[src/rtl/clkdiv_pkg.sv]
package clkdiv_pkg;

  // Output clock selection code; bit order matches out_sel[2:0].
  typedef struct packed {
    logic inv;       // out_sel[2]: invert the chosen tap
    logic fast_grp;  // out_sel[1]: 1 = /4 or /8, 0 = slowest tap
    logic quarter;   // out_sel[0]: within fast group, 1 = /4, 0 = /8
  } osel_t;

  // Counter bit index that carries the clock picked by a selection code.
  function automatic int unsigned tap_of(osel_t s, int unsigned slow_tap);
    if (!s.fast_grp)   return slow_tap;
    else if (s.quarter) return 1;
    else                return 2;
  endfunction

endpackage

[src/rtl/clkdiv_sync.sv]
module clkdiv_sync #(
  parameter int unsigned STAGES = 2
) (
  input  logic clk,
  input  logic rst_n,
  input  logic d,
  output logic q
);
  logic [STAGES-1:0] sh;

  always_ff @(posedge clk or negedge rst_n) begin
    if (!rst_n) begin
      sh <= '0;
    end else begin
      sh[0] <= d;
      for (int i = 1; i < STAGES; i++) sh[i] <= sh[i-1];
    end
  end

  assign q = sh[STAGES-1];
endmodule

[src/rtl/clkdiv_counter.sv]
module clkdiv_counter #(
  parameter int unsigned NSTG = 4
) (
  input  logic            clk,
  input  logic            rst_n,
  input  logic            clr,
  output logic [NSTG-1:0] cnt_q,
  output logic [NSTG-1:0] cnt_d
);
  assign cnt_d = clr ? '0 : cnt_q + 1'b1;

  always_ff @(posedge clk or negedge rst_n) begin
    if (!rst_n) cnt_q <= '0;
    else        cnt_q <= cnt_d;
  end

  // an active clear leaves the counter at zero
  p_clear_zero_r8: assert property (@(posedge clk) disable iff (!rst_n)
    clr |=> (cnt_q == '0));

  // the /2 tap toggles on every edge outside a clear
  p_half_toggle_r2: assert property (@(posedge clk) disable iff (!rst_n)
    !clr |=> (cnt_q[0] != $past(cnt_q[0])));

  // a higher tap moves only when all lower bits were ones
  for (genvar k = 1; k < NSTG; k++) begin : g_tap_chk
    p_tap_hold_r2: assert property (@(posedge clk) disable iff (!rst_n)
      (!clr && !(&cnt_q[k-1:0])) |=> $stable(cnt_q[k]));
  end
endmodule

[src/rtl/clkdiv_outsel.sv]
module clkdiv_outsel
  import clkdiv_pkg::*;
#(
  parameter int unsigned NSTG = 4
) (
  input  logic            clk,
  input  logic            rst_n,
  input  logic [NSTG-1:0] cnt_q,
  input  logic [NSTG-1:0] cnt_d,
  input  osel_t           sel_in,
  output osel_t           sel_act,
  output logic            clk_out
);
  localparam int unsigned SLOW_TAP = NSTG - 1;

  logic  wrap_evt;   // counter enters zero on this edge
  osel_t sel_nx;
  logic  out_nx;

  assign wrap_evt = (cnt_d == '0);
  assign sel_nx   = wrap_evt ? sel_in : sel_act;
  assign out_nx   = cnt_d[tap_of(sel_nx, SLOW_TAP)] ^ sel_nx.inv;

  always_ff @(posedge clk or negedge rst_n) begin
    if (!rst_n) begin
      sel_act <= '0;
      clk_out <= 1'b0;
    end else begin
      sel_act <= sel_nx;
      clk_out <= out_nx;
    end
  end

  // selection is held between wraps and adopted at a wrap
  p_sel_hold_r7: assert property (@(posedge clk) disable iff (!rst_n)
    !wrap_evt |=> $stable(sel_act));
  p_sel_load_r7: assert property (@(posedge clk) disable iff (!rst_n)
    wrap_evt |=> (sel_act == $past(sel_in)));

  // /4 tap
  p_quarter_r3: assert property (@(posedge clk) disable iff (!rst_n)
    (sel_act.fast_grp && sel_act.quarter) |-> (clk_out == (cnt_q[1] ^ sel_act.inv)));
  // /8 tap
  p_eighth_r4: assert property (@(posedge clk) disable iff (!rst_n)
    (sel_act.fast_grp && !sel_act.quarter) |-> (clk_out == (cnt_q[2] ^ sel_act.inv)));
  // slowest tap, pick bit ignored
  p_slowest_r5: assert property (@(posedge clk) disable iff (!rst_n)
    !sel_act.fast_grp |-> (clk_out == (cnt_q[SLOW_TAP] ^ sel_act.inv)));
endmodule

[src/rtl/fclk_divider.sv]
module fclk_divider
  import clkdiv_pkg::*;
#(
  parameter int unsigned NSTG     = 4,
  parameter int unsigned SYNC_LEN = 2
) (
  input  logic            clk_fast,
  input  logic            rst_n,
  input  logic            pll_mode,
  input  logic            align_req,
  input  logic [2:0]      out_sel,
  output logic [NSTG-1:0] div_clk,
  output logic            lo_clk_out
);
  logic            align_s;    // synchronized request
  logic            clear_evt;  // request honoured in external-clock mode
  logic [NSTG-1:0] cnt_q;
  logic [NSTG-1:0] cnt_d;
  osel_t           sel_act;

  clkdiv_sync #(.STAGES(SYNC_LEN)) u_sync (
    .clk   (clk_fast),
    .rst_n (rst_n),
    .d     (align_req),
    .q     (align_s)
  );

  assign clear_evt = align_s & ~pll_mode;

  clkdiv_counter #(.NSTG(NSTG)) u_cnt (
    .clk   (clk_fast),
    .rst_n (rst_n),
    .clr   (clear_evt),
    .cnt_q (cnt_q),
    .cnt_d (cnt_d)
  );

  clkdiv_outsel #(.NSTG(NSTG)) u_osel (
    .clk     (clk_fast),
    .rst_n   (rst_n),
    .cnt_q   (cnt_q),
    .cnt_d   (cnt_d),
    .sel_in  (osel_t'(out_sel)),
    .sel_act (sel_act),
    .clk_out (lo_clk_out)
  );

  assign div_clk = cnt_q;

  // in multiplier mode the request never disturbs the count
  p_mode_ignore_r9: assert property (@(posedge clk_fast) disable iff (!rst_n)
    pll_mode |=> (div_clk == NSTG'($past(div_clk) + 1'b1)));

  // a synchronized request in external mode clears the taps
  p_ext_align_r8: assert property (@(posedge clk_fast) disable iff (!rst_n)
    (align_s && !pll_mode) |=> (div_clk == '0));
endmodule

[config.mk]
export PLATFORM = sky130hd
export DESIGN_NAME = fclk_divider
export DESIGN_NICKNAME = d
export VERILOG_FILES = /design/src/rtl/clkdiv_pkg.sv /design/src/rtl/clkdiv_sync.sv /design/src/rtl/clkdiv_counter.sv /design/src/rtl/clkdiv_outsel.sv /design/src/rtl/fclk_divider.sv
export SDC_FILE = /design/constraint.sdc
export NUM_CORES = 1
export LEC_CHECK = 0
export ABC_AREA = 0
export BUFFER_PORTS_ARGS = -buffer_cell sky130_fd_sc_hd__buf_2
export CORE_AREA = 2 2 39 41
export CTS_CLUSTER_DIAMETER = 80
export DETAILED_ROUTE_END_ITERATION = 16
export DIE_AREA = 0 0 41 43
export PLACE_DENSITY_LB_ADDON = 0.1
export SLEW_MARGIN = 20
export SYNTH_ARGS = -nofsm -noshare
export SYNTH_HDL_FRONTEND = slang
export SYNTH_SLANG_ARGS = --single-unit
[constraint.sdc]
create_clock -name clk_fast -period 1.7 [get_ports clk_fast]
set_input_delay 0.17 -clock clk_fast [delete_from_list [all_inputs] [get_ports clk_fast]]
set_output_delay 0.17 -clock clk_fast [all_outputs]
set_load 0.1 [all_outputs]
==> results of run 1 <==
cell usage after synthesis (all sizes together):
library cell / n / area (µm²)
nand4bb: 1 / 11.26
nand4: 1 / 6.260
nor2: 4 / 15.01
nor3: 1 / 5.000
nand3: 1 / 5.000
nor2b: 1 / 6.260
clkbuf: 1 / 3.750
nand2: 1 / 3.750
xnor2: 2 / 17.52
inv: 2 / 7.510
a31oi: 2 / 18.77
xor2: 1 / 8.760
mux2: 3 / 37.53
ha: 1 / 12.51
o21ai: 1 / 5.000
o311ai: 1 / 8.760
dfrtp: 10 / 250.2
flip-flops by register name, summed over array words and instances (netlist names):
signal          flops
u_cnt.cnt_q         4
u_osel.clk_out      1
u_osel.sel_act      3
u_sync.sh           2
per-stage QoR:
stage / TNS [ns] / cells / hold WS [ns] / setup WS [ns]
6_report: 0 / 71 / 0.1411 / 0.001485
5_1_grt: -0.1139 / 71 / 0.1174 / -0.07342
4_1_cts: 0 / 69 / 0.006122 / 0.003873
3_5_place_dp: 0 / 64 / 0.03866 / 0.02340
3_3_place_gp: 0 / 64 / 0.03427 / 0.02520
2_1_floorplan: -0.2599 / 34 / -0.1256 / -0.1419
layout by cell type (no fill, tap or decap), types with 2 or more instances in the layout:
cell type and count:
buf_2 11, dfrtp_1 6, buf_4 5, nor2_1 4, mux2_4 3, clkbuf_4 3, inv_1 2, dlygate4sd3_1 2
dfrtp_4 2, dfrtp_2 2
timing repair:
| item | CTS | global route |
|---|---|---|
| hold buffers | 1 | 1 |
| endpoints found under the hold margin | 10 | 1 |
| gates resized for setup | 1 | 3 |
| endpoints found under the setup margin | 1 | 3 |
| buffers inserted | 0 | 1 |
worst max-delay path: stages, from the launching register on:
cell and delay [ns]:
dfrtp_4 0.49, ha_4 0.18, nand4bb_1 0.11, o311ai_2 0.12, a31oi_2 0.20, mux2_4 0.34
xnor2_2 0.14
cell type report:
type	count	area (µm²)
clock buffers	4	26.28
fillers	138	760.7
inverters	2	7.507
multi-input cells	21	196.4
flip-flops and latches	10	260.3
well taps	16	20.02
repair buffers	18	112.6
layer usage:
metal / wire [µm] / vias to the layer above
met5: 0 / -
met4: 0 / 0
met3: 47 / 0
met2: 411 / 9
met1: 307 / 157
li1: - / 161
worst paths after layout:
path,cells past startpoint,slack [ns],startpoint,end
worst max-delay path,6,0.001,u_cnt.cnt_q[1],u_osel.clk_out
worst min-delay path,2,0.14,out_sel[1],u_osel.sel_act[1]
worst max register to register,6,0.001,u_cnt.cnt_q[1],u_osel.clk_out
worst min register to register,0,0.35,u_sync.sh[0],u_sync.sh[1]
max in group asynchronous,2,1.19,rst_n,u_cnt.cnt_q[0]
min in group asynchronous,2,0.29,rst_n,u_osel.sel_act[1]
kinds of logic after synthesis:
group                      share of synthesized area
adders and majority gates                    0.02958
DFF                                           0.5917
xor gates and xnor gates                     0.06214
and+or+nand+nor                               0.1242
muxes                                        0.08874
AOI/OAI and AO/OA                            0.07692
buffers and inverters                        0.02663
report_power, final:
part | total, mW | switching, mW | leakage, nW | internal [mW]
sequential | 0.398 | 0.0667 | 0.116 | 0.332
combinational | 0.713 | 0.476 | 0.159 | 0.237
clock | 0.164 | 0.0734 | 0.0150 | 0.0903
==> impl.org, run 1 <==
** Run status
- Result of the run :: complete, no violations

** Synthesis
- Synth unique cells :: 19
- Total of flip-flops plus latches after synthesis :: 10
- Average cell area after synthesis :: between 10 and 15 µm²
- During synthesis, Yosys emitted a total of 0 warnings.
- Summing every instance area after synthesis gives 422.9 µm².
- Net Count, Synth :: 42
- Mapped Cells :: 34
- Sequential fraction of the synthesis area :: 0.5917

** Global route
- Wire length of the first global-routing pass :: roughly 1.3 mm
- Entering global routing, the biggest net connects 11 pins.
- In the global route stage, met3 resource usage came out at 0.03141.
- The initial antenna violation count is 0.
- For this run, global-route usage on met1 was measured as 0.1414.
- The number of global-route vias before repair came to between 300 and 400.
- For this run, the total global-route usage over all layers was measured as 0.1141.
- After global routing the overflow that remains totals 0.
- Met2 usage in global routing :: 0.1625
- Layer carrying the most global-route usage :: met2

** Floorplan
- In this run the core area contains 14 standard-cell rows.
- Width of the die :: just over 40 µm
- In this run the standard cell core region covers 1384 µm².
- From bottom edge to top edge, the die measures 43 µm.
- The initial utilization of the core area, before any placement, comes to 0.3056.
- The die covers between 1500 and 2000 µm².
- Number of top-level pins :: 12

** Timing
- Final critical-path required period :: around 1.7 ns
- Setup violations remaining at the end of the flow were counted as 0.
- The final max-slew violation count is 0.
- For the pin with the worst max-slew slack, the measured transition is 0.4873 ns.
- Across the routed clock network, the largest skew measured is 0.007656 ns.
- Setup repair after global routing missed its margin :: yes
- Derived from the worst setup path, the maximum achievable clock frequency is between 0.5 and 0.6 GHz.
- Measured against its own limit, the worst slew margin works out to 0.6774.
- In the finished design, the share of the clock period the worst path needs comes to 0.9991.
- The number of hold violations in the final report came to 0.

** Drt
- Remaining design rule violation count :: 0
- Antenna-violating nets left :: 0
- In the final routed layout, each cell accounts on average for 10.79 µm.
- For this run, the detailed router's first-pass iteration total came to 4.
- In the routed layout, each cell is associated on average with a via count of around 4.6.
- Detailed routing inserted a total of 327 vias.
- Sum of routed wire length over all layers :: between 700 and 800 µm
- First DRT Iteration DRCs :: 6

** Min path
- Worst Hold Class :: input pin to register

** Final layout
- Fraction of layout cells with a size suffix above 1 :: 0.5455
- Antenna Cells :: 0
- Final Cell Area :: 623.1 µm²
- Final core utilization :: 0.4503
- Net total in the final layout :: 64
- Relative to the synthesized area, the layout overhead comes to 47.34%.

** Power and ir drop
- Maximum vdd drop :: slightly above 1 mV
- Post-layout power :: about 1.3 mW
- For this design the static power due to leakage is slightly below 0.3 nW.
- In this run the power density over the cells is about 2000 nW/µm².

** Worst setup path
- STA classifies the critical path endpoint as a register.
- STA classifies the critical path startpoint as a register.
- In this run the worst path has a maximum fanout of 4.
- Crit Path Class :: register to register
- STA puts the critical path data required time at 1.84 ns.
- For the worst setup path, the data arrival time is ~1.8 ns.

** Clock tree
- The number of clock buffers added by TritonCTS is 3.
- The clock drives 10 sinks.
- Clock latency on the worst-skew pair, taken at its later pin, is 0.26 ns.
- TritonCTS built the clock tree.
- The root buffer cell chosen for the clock tree is clkbuf_4.
- Maximum buffer depth of the clock tree :: 2
- H-tree depth :: 1
- After clock tree synthesis, the clock-pin slew on the worst setup and hold paths is roughly 0.060 ns.

** Run
- Max-cap violations in this run came to 0.

** Placed design
- After detailed placement, the total cell area comes to around 550 µm².
- IO buf count :: 11
- Total half-perimeter wirelength after legalization and detailed placement :: 578.3 µm
- At the end of routability-driven placement, the weighted congestion stood at 0.7027.
Note: power is estimated with default switching activity, not from simulation.
==> inputs of run 2 (changes only) <==
- ABC_CLOCK_PERIOD_IN_PS: default -> 1700
- CELL_PAD_IN_SITES_DETAIL_PLACEMENT: default -> 2
- CELL_PAD_IN_SITES_GLOBAL_PLACEMENT: default -> 2
- CORE_AREA: 2 2 39 41 -> default
- CORE_UTILIZATION: default -> 26
- DIE_AREA: 0 0 41 43 -> default
==> run 2 against run 1 <==
Compared with the run above: the run now ends with setup timing left; final area shrank 3.0%; clock-buffer cell count shrank 1; hold slack worse by 0.0089 ns; first-iteration DRC count down 50%; combinational power fell by 3.2%; clock power is essentially flat; critical path type unchanged; worst setup slack got worse by 0.041 ns; sequential power up 2%; utilization shrank 4.9 points; largest power group unchanged; routed wire length rose by 43%; non-clock buffer count unchanged.
==> impl.org, run 2 (synthesis gave the netlist of run 1 again) <==
** Run status
- Result of the run :: finished, violations left
- The checks that failed: setup timing.

** Final layout
- Final core utilization :: 0.4012 (-0.04911)
- The top cell types in the final layout, fill and taps aside, are buf_2 (11), dfrtp_1 (6), buf_4 (5), nor2_1 (4), clkbuf_4 (3).
- The largest registers in the layout are u_cnt.cnt_q: 4 flops, u_osel.sel_act: 3 flops, u_sync.sh: 2 flops.
- Fill count :: 176 (+28%)
- The number of flip-flops in the largest register is 4 (unchanged).
- The area growth from synthesis to layout is 42.90%.
- Antenna Cells :: 0 (unchanged)
- u_cnt.cnt_q holds more flip-flops than any other register.
- The fraction of final layout cells with drive strength greater than 1 came to 0.5370 (-0.008418).
- Most common cell after layout, fill and taps aside :: buf_2
- The number of nets in the layout came to 64 (unchanged).

** Timing
- Post-route fraction of the period consumed by the critical path :: 1.023 (+0.02389)
- Count of final hold-check violations :: 0 (unchanged)
- Peak clock frequency supported by timing :: 0.5750 GHz (-2.3%)
- Setup Viol. Count Final :: 3 (+3)
- The slew at the pin closest to its max-slew limit is 0.4874 ns (+0.0001239 ns).
- Post-Route Skew :: 0.005892 ns (-0.001764 ns)
- The final setup slack of the worst path came to -0.03912 ns (-0.04061 ns).
- The final max-slew violation count was 0 (unchanged).
- Setup repair after global routing missed its margin :: yes
- The final period demand of the worst path came to 1.739 ns (+0.04061 ns).
- The headroom to the max-slew limit is 0.6773 (about the same).

** Worst setup path
- The worst setup path is of the register to register kind.
- Biggest cell delay along the critical path :: 0.49 ns (about the same)
- The worst setup path is captured at a register.
- On the critical path, the stage with the largest delay is an instance of dfrtp_4.
- Ordered list of cells on the worst path :: ha_4 -> nand4bb_1 -> o311ai_2 -> a31oi_2 -> buf_4 -> mux2_2
- The arrival time reported for the critical path endpoint is 1.89 ns (+0.06 ns).
- Sort of element at the start of the critical path :: register
- The required time of the critical path was 1.85 ns (about the same).
- The maximum fanout along the worst path came to 4 (unchanged).

** Drt
- Mean number of vias per cell :: 4.800 (+4.2%)
- The number of detailed-routing iterations run before antenna repair came to 2 (-2).
- Sum of routed wire length over all layers :: 1.099 mm (+43%)
- The post-route DRC violation count was 0 (unchanged).
- Per-cell routed wire length :: 15.70 µm (+46%)
- The number of DRC markers in iteration 0 was 3 (-3).
- Antenna-violating nets left :: 0 (unchanged)
- The total via count after detailed routing is 336 (+2.8%).

** Clock tree
- Maximum buffer depth of the clock tree :: 2 (unchanged)
- The total clock sinks is 10 (unchanged).
- Num CTS Buffers :: 3 (unchanged)
- The clock insertion delay at the later pin of the skew report was 0.27 ns (about the same).
- CTS placed an instance of clkbuf_4 at the clock tree root.
- Clock-pin slew on the worst setup and hold paths :: 0.07 ns (about the same)
- TritonCTS built the clock tree.
- The H-tree depth came to 1 (unchanged).

** Power and ir drop
- The leakage power summed over all cells is 0.2729 nW (-5.8%).
- The internal portion of total power was 0.6233 mW (-5.4%).
- The sum of internal, switching and leakage power is 1.256 mW (-1.5%).
- The power density over the cells is 2079 nW/µm² (+1.6%).
- The switching power of the nets is 0.6328 mW (+2.7%).
- The power share of the clock group is 0.129 (about the same).
- Net switching fraction of the power :: 0.5038 (+0.02058)
- The share of total power in combinational logic was 0.550 (-0.009).
- The fraction of power consumed by sequential logic was 0.321 (+0.009).
- The worst ir drop on vdd was 0.8426 mV (-17%).

** Floorplan
- Number of rows in the core area :: 14 (unchanged)
- Core area :: 1506 µm² (+8.9%)
- Width of the die :: 42.33 µm (+3.2%)
- Die footprint :: 1792 µm² (+1.6%)
- Number of top-level pins :: 12 (unchanged)
- Starting utilization of the core area :: 0.2807 (-0.02487)
- Die H :: 42.33 µm (-1.6%)

** Run
- Maxcap violations :: 0 (unchanged)

** Global route
- Global route total overflow :: 0 (unchanged)
- Aggregate global-route resource usage :: 0.1532 (+0.03910)
- Antenna violations before repair :: 0 (unchanged)
- Largest net degree at the start of global routing :: 11 (unchanged)
- The number of global-route vias before repair is 387 (+24%).
- Wire length of the first global-routing pass :: 1.890 mm (+46%)

** Placed design
- Global placement routability congestion :: 0.7066 (+0.56%)
- IO buf count :: 11 (unchanged)

** Min path
- In this run the worst hold path is classified as input pin to register.
run 2: changes by cell type in the layout (fill, tap and decap cells not counted):
cell	before	now
clkbuf_1	1	0
mux2_2	0	2
mux2_4	3	1
xnor2_1	1	2
xnor2_2	1	0
run 2: power groups by stage:
stage	clock network, mW	registers (mW)	logic, mW
6_report	0.162	0.404	0.690
3_3_place_gp	0	0.395	0.648
5_1_grt	0.179	0.415	0.722
4_1_cts	0.174	0.405	0.695
2_1_floorplan	0	0.718	0.200
3_5_place_dp	0	0.406	0.669
run 2: timing repair:
action	in CTS	in global routing
gates resized for setup	1	0
pin swaps	0	0
endpoints found under the hold margin	11	0
endpoints found under the setup margin	3	3
setup buffers	1	0
hold buffers	2	0
run 2: layer usage:
layer | GRT usage | up-vias | routed length, µm
li1 | - | 160 | -
met3 | 0.03879 | 2 | 47
met1 | 0.1515 | 163 | 400
met5 | 0 | - | 0
met2 | 0.2800 | 11 | 629
met4 | 0.09375 | 0 | 21
run 2: area by class of cell:
cell class                 count  area [µm²]  share of cell area
timing repair buffer          18       112.6              0.1863
multi-input combinational     21       181.4              0.3002
tap                           16       20.02             0.03313
clock buffer                   3       22.52             0.03727
inverter                       2       7.507             0.01242
sequential                    10       260.3              0.4306
run 2: through the flow:
step                setup WS, ns  area, µm²  instances  hold WS, ns   TNS, ns
floorplan                -0.1419      445.4         34      -0.1256   -0.2599
global placement         0.02854      546.8         64      0.03503         0
detailed placement      -0.04977      546.8         64      0.04622   -0.1336
CTS                     -0.05515      604.3         70       0.1254   -0.1492
global route             -0.1156      604.3         70       0.1342   -0.3222
finish                  -0.03912      604.3         70       0.1322  -0.09941
run 2: path summary, 6_finish.rpt:
path	startpoint	to	slack [ns]	cells after the start
min	out_sel[1]	u_osel.sel_act[1]	0.13	2
min in group asynchronous	rst_n	u_osel.sel_act[2]	0.32	2
max in group asynchronous	rst_n	u_cnt.cnt_q[0]	1.17	2
max	u_cnt.cnt_q[1]	u_osel.sel_act[0]	-0.04	6
max reg2reg	u_cnt.cnt_q[1]	u_osel.sel_act[0]	-0.04	6
min reg2reg	u_sync.sh[0]	u_sync.sh[1]	0.37	0
run 2: critical path: cells and delay by family, from the launching register on:
family          cells  cell delay [ns]
fa+ha+maj           1             0.18
compound gates      2             0.35
simple gates        1             0.12
mux                 1             0.32
flops               1             0.49
buf+inv             1             0.16
==> inputs of run 3 (changes only) <==
--- a/config.mk
+++ b/config.mk
@@ -14,4 +14,5 @@
 export CTS_CLUSTER_DIAMETER = 80
 export DETAILED_ROUTE_END_ITERATION = 16
+export GPL_TIMING_DRIVEN = 1
 export PLACE_DENSITY_LB_ADDON = 0.1
 export SLEW_MARGIN = 20
==> constraint.sdc (replaced) <==
create_clock -name clk_fast -period 1.7 [get_ports clk_fast]
set_input_delay 0.255 -clock clk_fast [delete_from_list [all_inputs] [get_ports clk_fast]]
set_output_delay 0.255 -clock clk_fast [all_outputs]
set_load 0.1 [all_outputs]
==> run 3 against run 2 <==
Compared with the run above: the run now ends clean; non-clock buffer count down 1; sequential cell count unchanged; global-route usage down 2.6 points; fmax up 3.4%; final cell count unchanged; utilization down 0.91 points; clock-buffer cell count up 1; total power down 1.6%; critical path depth unchanged; first-iteration DRC count down 100%; critical path type unchanged; largest power group unchanged.
==> impl.org, run 3 (synthesis gave the netlist of run 1 again) <==
** Run status
- Result of the run :: complete, no violations

** Worst setup path
- Top fanout value on the critical path :: 4 (unchanged)
- The worst setup path is captured at a register.
- The arrival time reported for the critical path endpoint was 1.83 ns (-0.06 ns).
- Crit Path Class :: register to register
- The required time of the critical path came to 1.85 ns (about the same).
- The worst setup path is launched from a register.

** Run
- The number of maximum-capacitance violations is 0 (unchanged).

** Final layout
- Net total in the final layout :: 63 (-1.6%)
- The post-route non-filler standard cell count is 70 (unchanged).
- Fraction of layout cells with a size suffix above 1 :: 0.5185 (-0.01852)
- Most common cell after layout, fill and taps aside :: buf_2
- Antenna Cells :: 0 (unchanged)
- Largest register by flop count :: u_cnt.cnt_q
- Flip-flop count of the largest register, all copies and words added :: 4 (unchanged)
- Commonest cells after routing, fill and taps aside :: buf_2 (11), dfrtp_1 (6), buf_4 (5), nor2_1 (4), clkbuf_4 (3)
- The largest registers in the layout are u_cnt.cnt_q: 4 flops, u_osel.sel_act: 3 flops, u_sync.sh: 2 flops.
- Area growth from synthesis to layout :: 39.64%

** Clock tree
- Maximum buffer depth of the clock tree :: 2 (unchanged)
- The H-tree depth was 1 (unchanged).
- Clock insertion delay at the later pin of the skew report :: 0.26 ns (about the same)
- Clock-pin slew on the worst setup and hold paths :: 0.07 ns (about the same)
- TritonCTS built the clock tree.
- # clock sinks :: 10 (unchanged)
- Number of instances resized during post-cts repair :: 0 (-1)
- The clock buffer count from CTS was 3 (unchanged).
- In this run the clock root is driven by a clkbuf_4.
- Number of setup buffers added after CTS :: 0 (-1)

** Placed design
- Detailed placement ended at an HPWL of 768.2 µm.
- The minimum setup slack after placement was 0.001501 ns (+0.05127 ns).
- The weighted congestion reported at the end of routability-driven placement was 0.7123 (+0.81%).
- The total of buffers placed on input and output ports was 11 (unchanged).
- Number of placed instances, taps included :: 65 (+1.6%)

** Floorplan
- Number of rows in the core area :: 14 (unchanged)
- The area of the core region is 1506 µm² (unchanged).
- The starting utilization of the core area came to 0.2807 (unchanged).
- The die footprint was 1792 µm² (unchanged).
- Number of top-level pins :: 12 (unchanged)
- The vertical extent of the die is 42.33 µm (unchanged).
- The horizontal extent of the die came to 42.33 µm (unchanged).

** Global route
- Global route total overflow :: 0 (unchanged)
- The first-pass GRT wire length came to 1.614 mm (-15%).
- Antenna violations before repair :: 0 (unchanged)
- Largest net degree at the start of global routing :: 11 (unchanged)
- The number of global-route vias before repair is 338 (-13%).
- Aggregate global-route resource usage :: 0.1268 (-0.02635)

** Min path
- Worst Hold Class :: input pin to register

** Drt
- Remaining design rule violation count :: 0 (unchanged)
- Detailed-routing iteration count for the pre-antenna-repair pass :: 1 (-1)
- Via total after detailed routing :: 333 (-0.89%)
- Per-cell routed wire length :: 13.17 µm (-16%)
- Mean number of vias per cell :: 4.757 (-0.89%)
- The wire length after detailed routing is 922 µm (-16%).
- First DRT Iteration DRCs :: 0 (-3)
- Antenna-violating nets left :: 0 (unchanged)

** Power and ir drop
- The switching power of the nets came to 0.6160 mW (-2.7%).
- The share of total power in combinational logic is 0.538 (-0.012).
- The power share of the clock group was 0.139 (+0.010).
- The power density over the cells was 2093 nW/µm² (+0.71%).
- Post-layout power :: 1.236 mW (-1.6%)
- The fraction of power spent switching nets came to 0.4982 (-0.005537).
- P_leak :: 0.2680 nW (-1.8%)
- Internal Dissipation :: 0.6203 mW (-0.49%)
- Sequential share of power :: 0.323 (+0.002)
- The worst ir drop on vdd was 0.5547 mV (-34%).

** Timing
- The number of hold violations in the final report is 0 (unchanged).
- Post-Route Skew :: 0.002593 ns (-0.003299 ns)
- The maximum frequency from static timing analysis came to 0.5944 GHz (+3.4%).
- Setup repair after global routing could not meet its margin everywhere.
- Slew at the pin closest to its max-slew limit :: 0.4855 ns (-0.001956 ns)
- Slew Limit Headroom :: 0.6786 (+0.001295)
- The final period demand of the worst path came to 1.682 ns (-0.05681 ns).
- The final setup slack of the worst path came to 0.01769 ns (+0.05681 ns).
- The final number of setup-violating endpoints came to 0 (-3).
- Post-route fraction of the period consumed by the critical path :: 0.9896 (-0.03342)
- The final max-slew violation count was 0 (unchanged).
run 3: cell count changes in the layout (fill, tap and decap cells not counted), sizes merged:
| cell | delta |
|---|---|
| clkbuf | +1 |
| dlygate4sd3 | -1 |
run 3: routing by layer:
| layer | wire [µm] | track usage | vias to the layer above |
|---|---|---|---|
| li1 | - | - | 156 |
| met1 | 433 | 0.1616 | 169 |
| met2 | 445 | 0.1785 | 8 |
| met3 | 42 | 0.06466 | 0 |
| met4 | 0 | 0.05625 | 0 |
| met5 | 0 | 0 | - |
run 3: metrics by stage:
step / utilization / setup TNS (ns) / instance area [µm²] / hold slack [ns]
after CTS: 0.3920 / -0.01661 / 590.6 / 0.08299
after floorplan: - / -0.2599 / 445.4 / -0.04059
after global routing: 0.3920 / -0.1970 / 590.6 / 0.07211
after detailed placement: 0.3679 / 0 / 554.3 / 0.1264
final: 0.3920 / 0 / 590.6 / 0.09427
after global placement: 0.3679 / 0 / 554.3 / 0.1205
run 3: final cells by class:
cell class              count  area [µm²]
multi-input cells          21       173.9
clock buffers               4       26.28
well taps                  16       20.02
fillers                   170       915.9
inverters                   2       7.507
repair buffers             17       102.6
flip-flops and latches     10       260.3
run 3: power groups by stage:
stage	clock network [mW]	logic, mW	registers, mW
6_report	0.172	0.665	0.400
5_1_grt	0.194	0.706	0.414
2_1_floorplan	0	0.200	0.718
4_1_cts	0.180	0.676	0.401
3_3_place_gp	0	0.655	0.394
3_5_place_dp	0	0.673	0.404
run 3: path summary, 6_finish.rpt:
path	endpoint	depth (start not counted)	from	slack, ns
min	u_sync.sh[0]	1	align_req	0.09
max	u_osel.sel_act[0]	6	u_cnt.cnt_q[1]	0.02
min reg2reg	u_sync.sh[1]	0	u_sync.sh[0]	0.35
min in group asynchronous	u_osel.sel_act[1]	2	rst_n	0.37
max reg2reg	u_osel.sel_act[0]	6	u_cnt.cnt_q[1]	0.02
max in group asynchronous	u_cnt.cnt_q[0]	2	rst_n	1.12
run 3: critical path, cell delays in order, from the launching register on:
cell and delay [ns]:
dfrtp_4 0.49, ha_4 0.18, nand4bb_1 0.10, o311ai_1 0.12, a31oi_2 0.21, buf_4 0.16, mux2_2 0.32
run 3: timing repair:
item,in CTS,in global routing
setup endpoints to repair,3,3
pin swaps,0,0
hold buffers,1,0
hold endpoints to repair,10,0
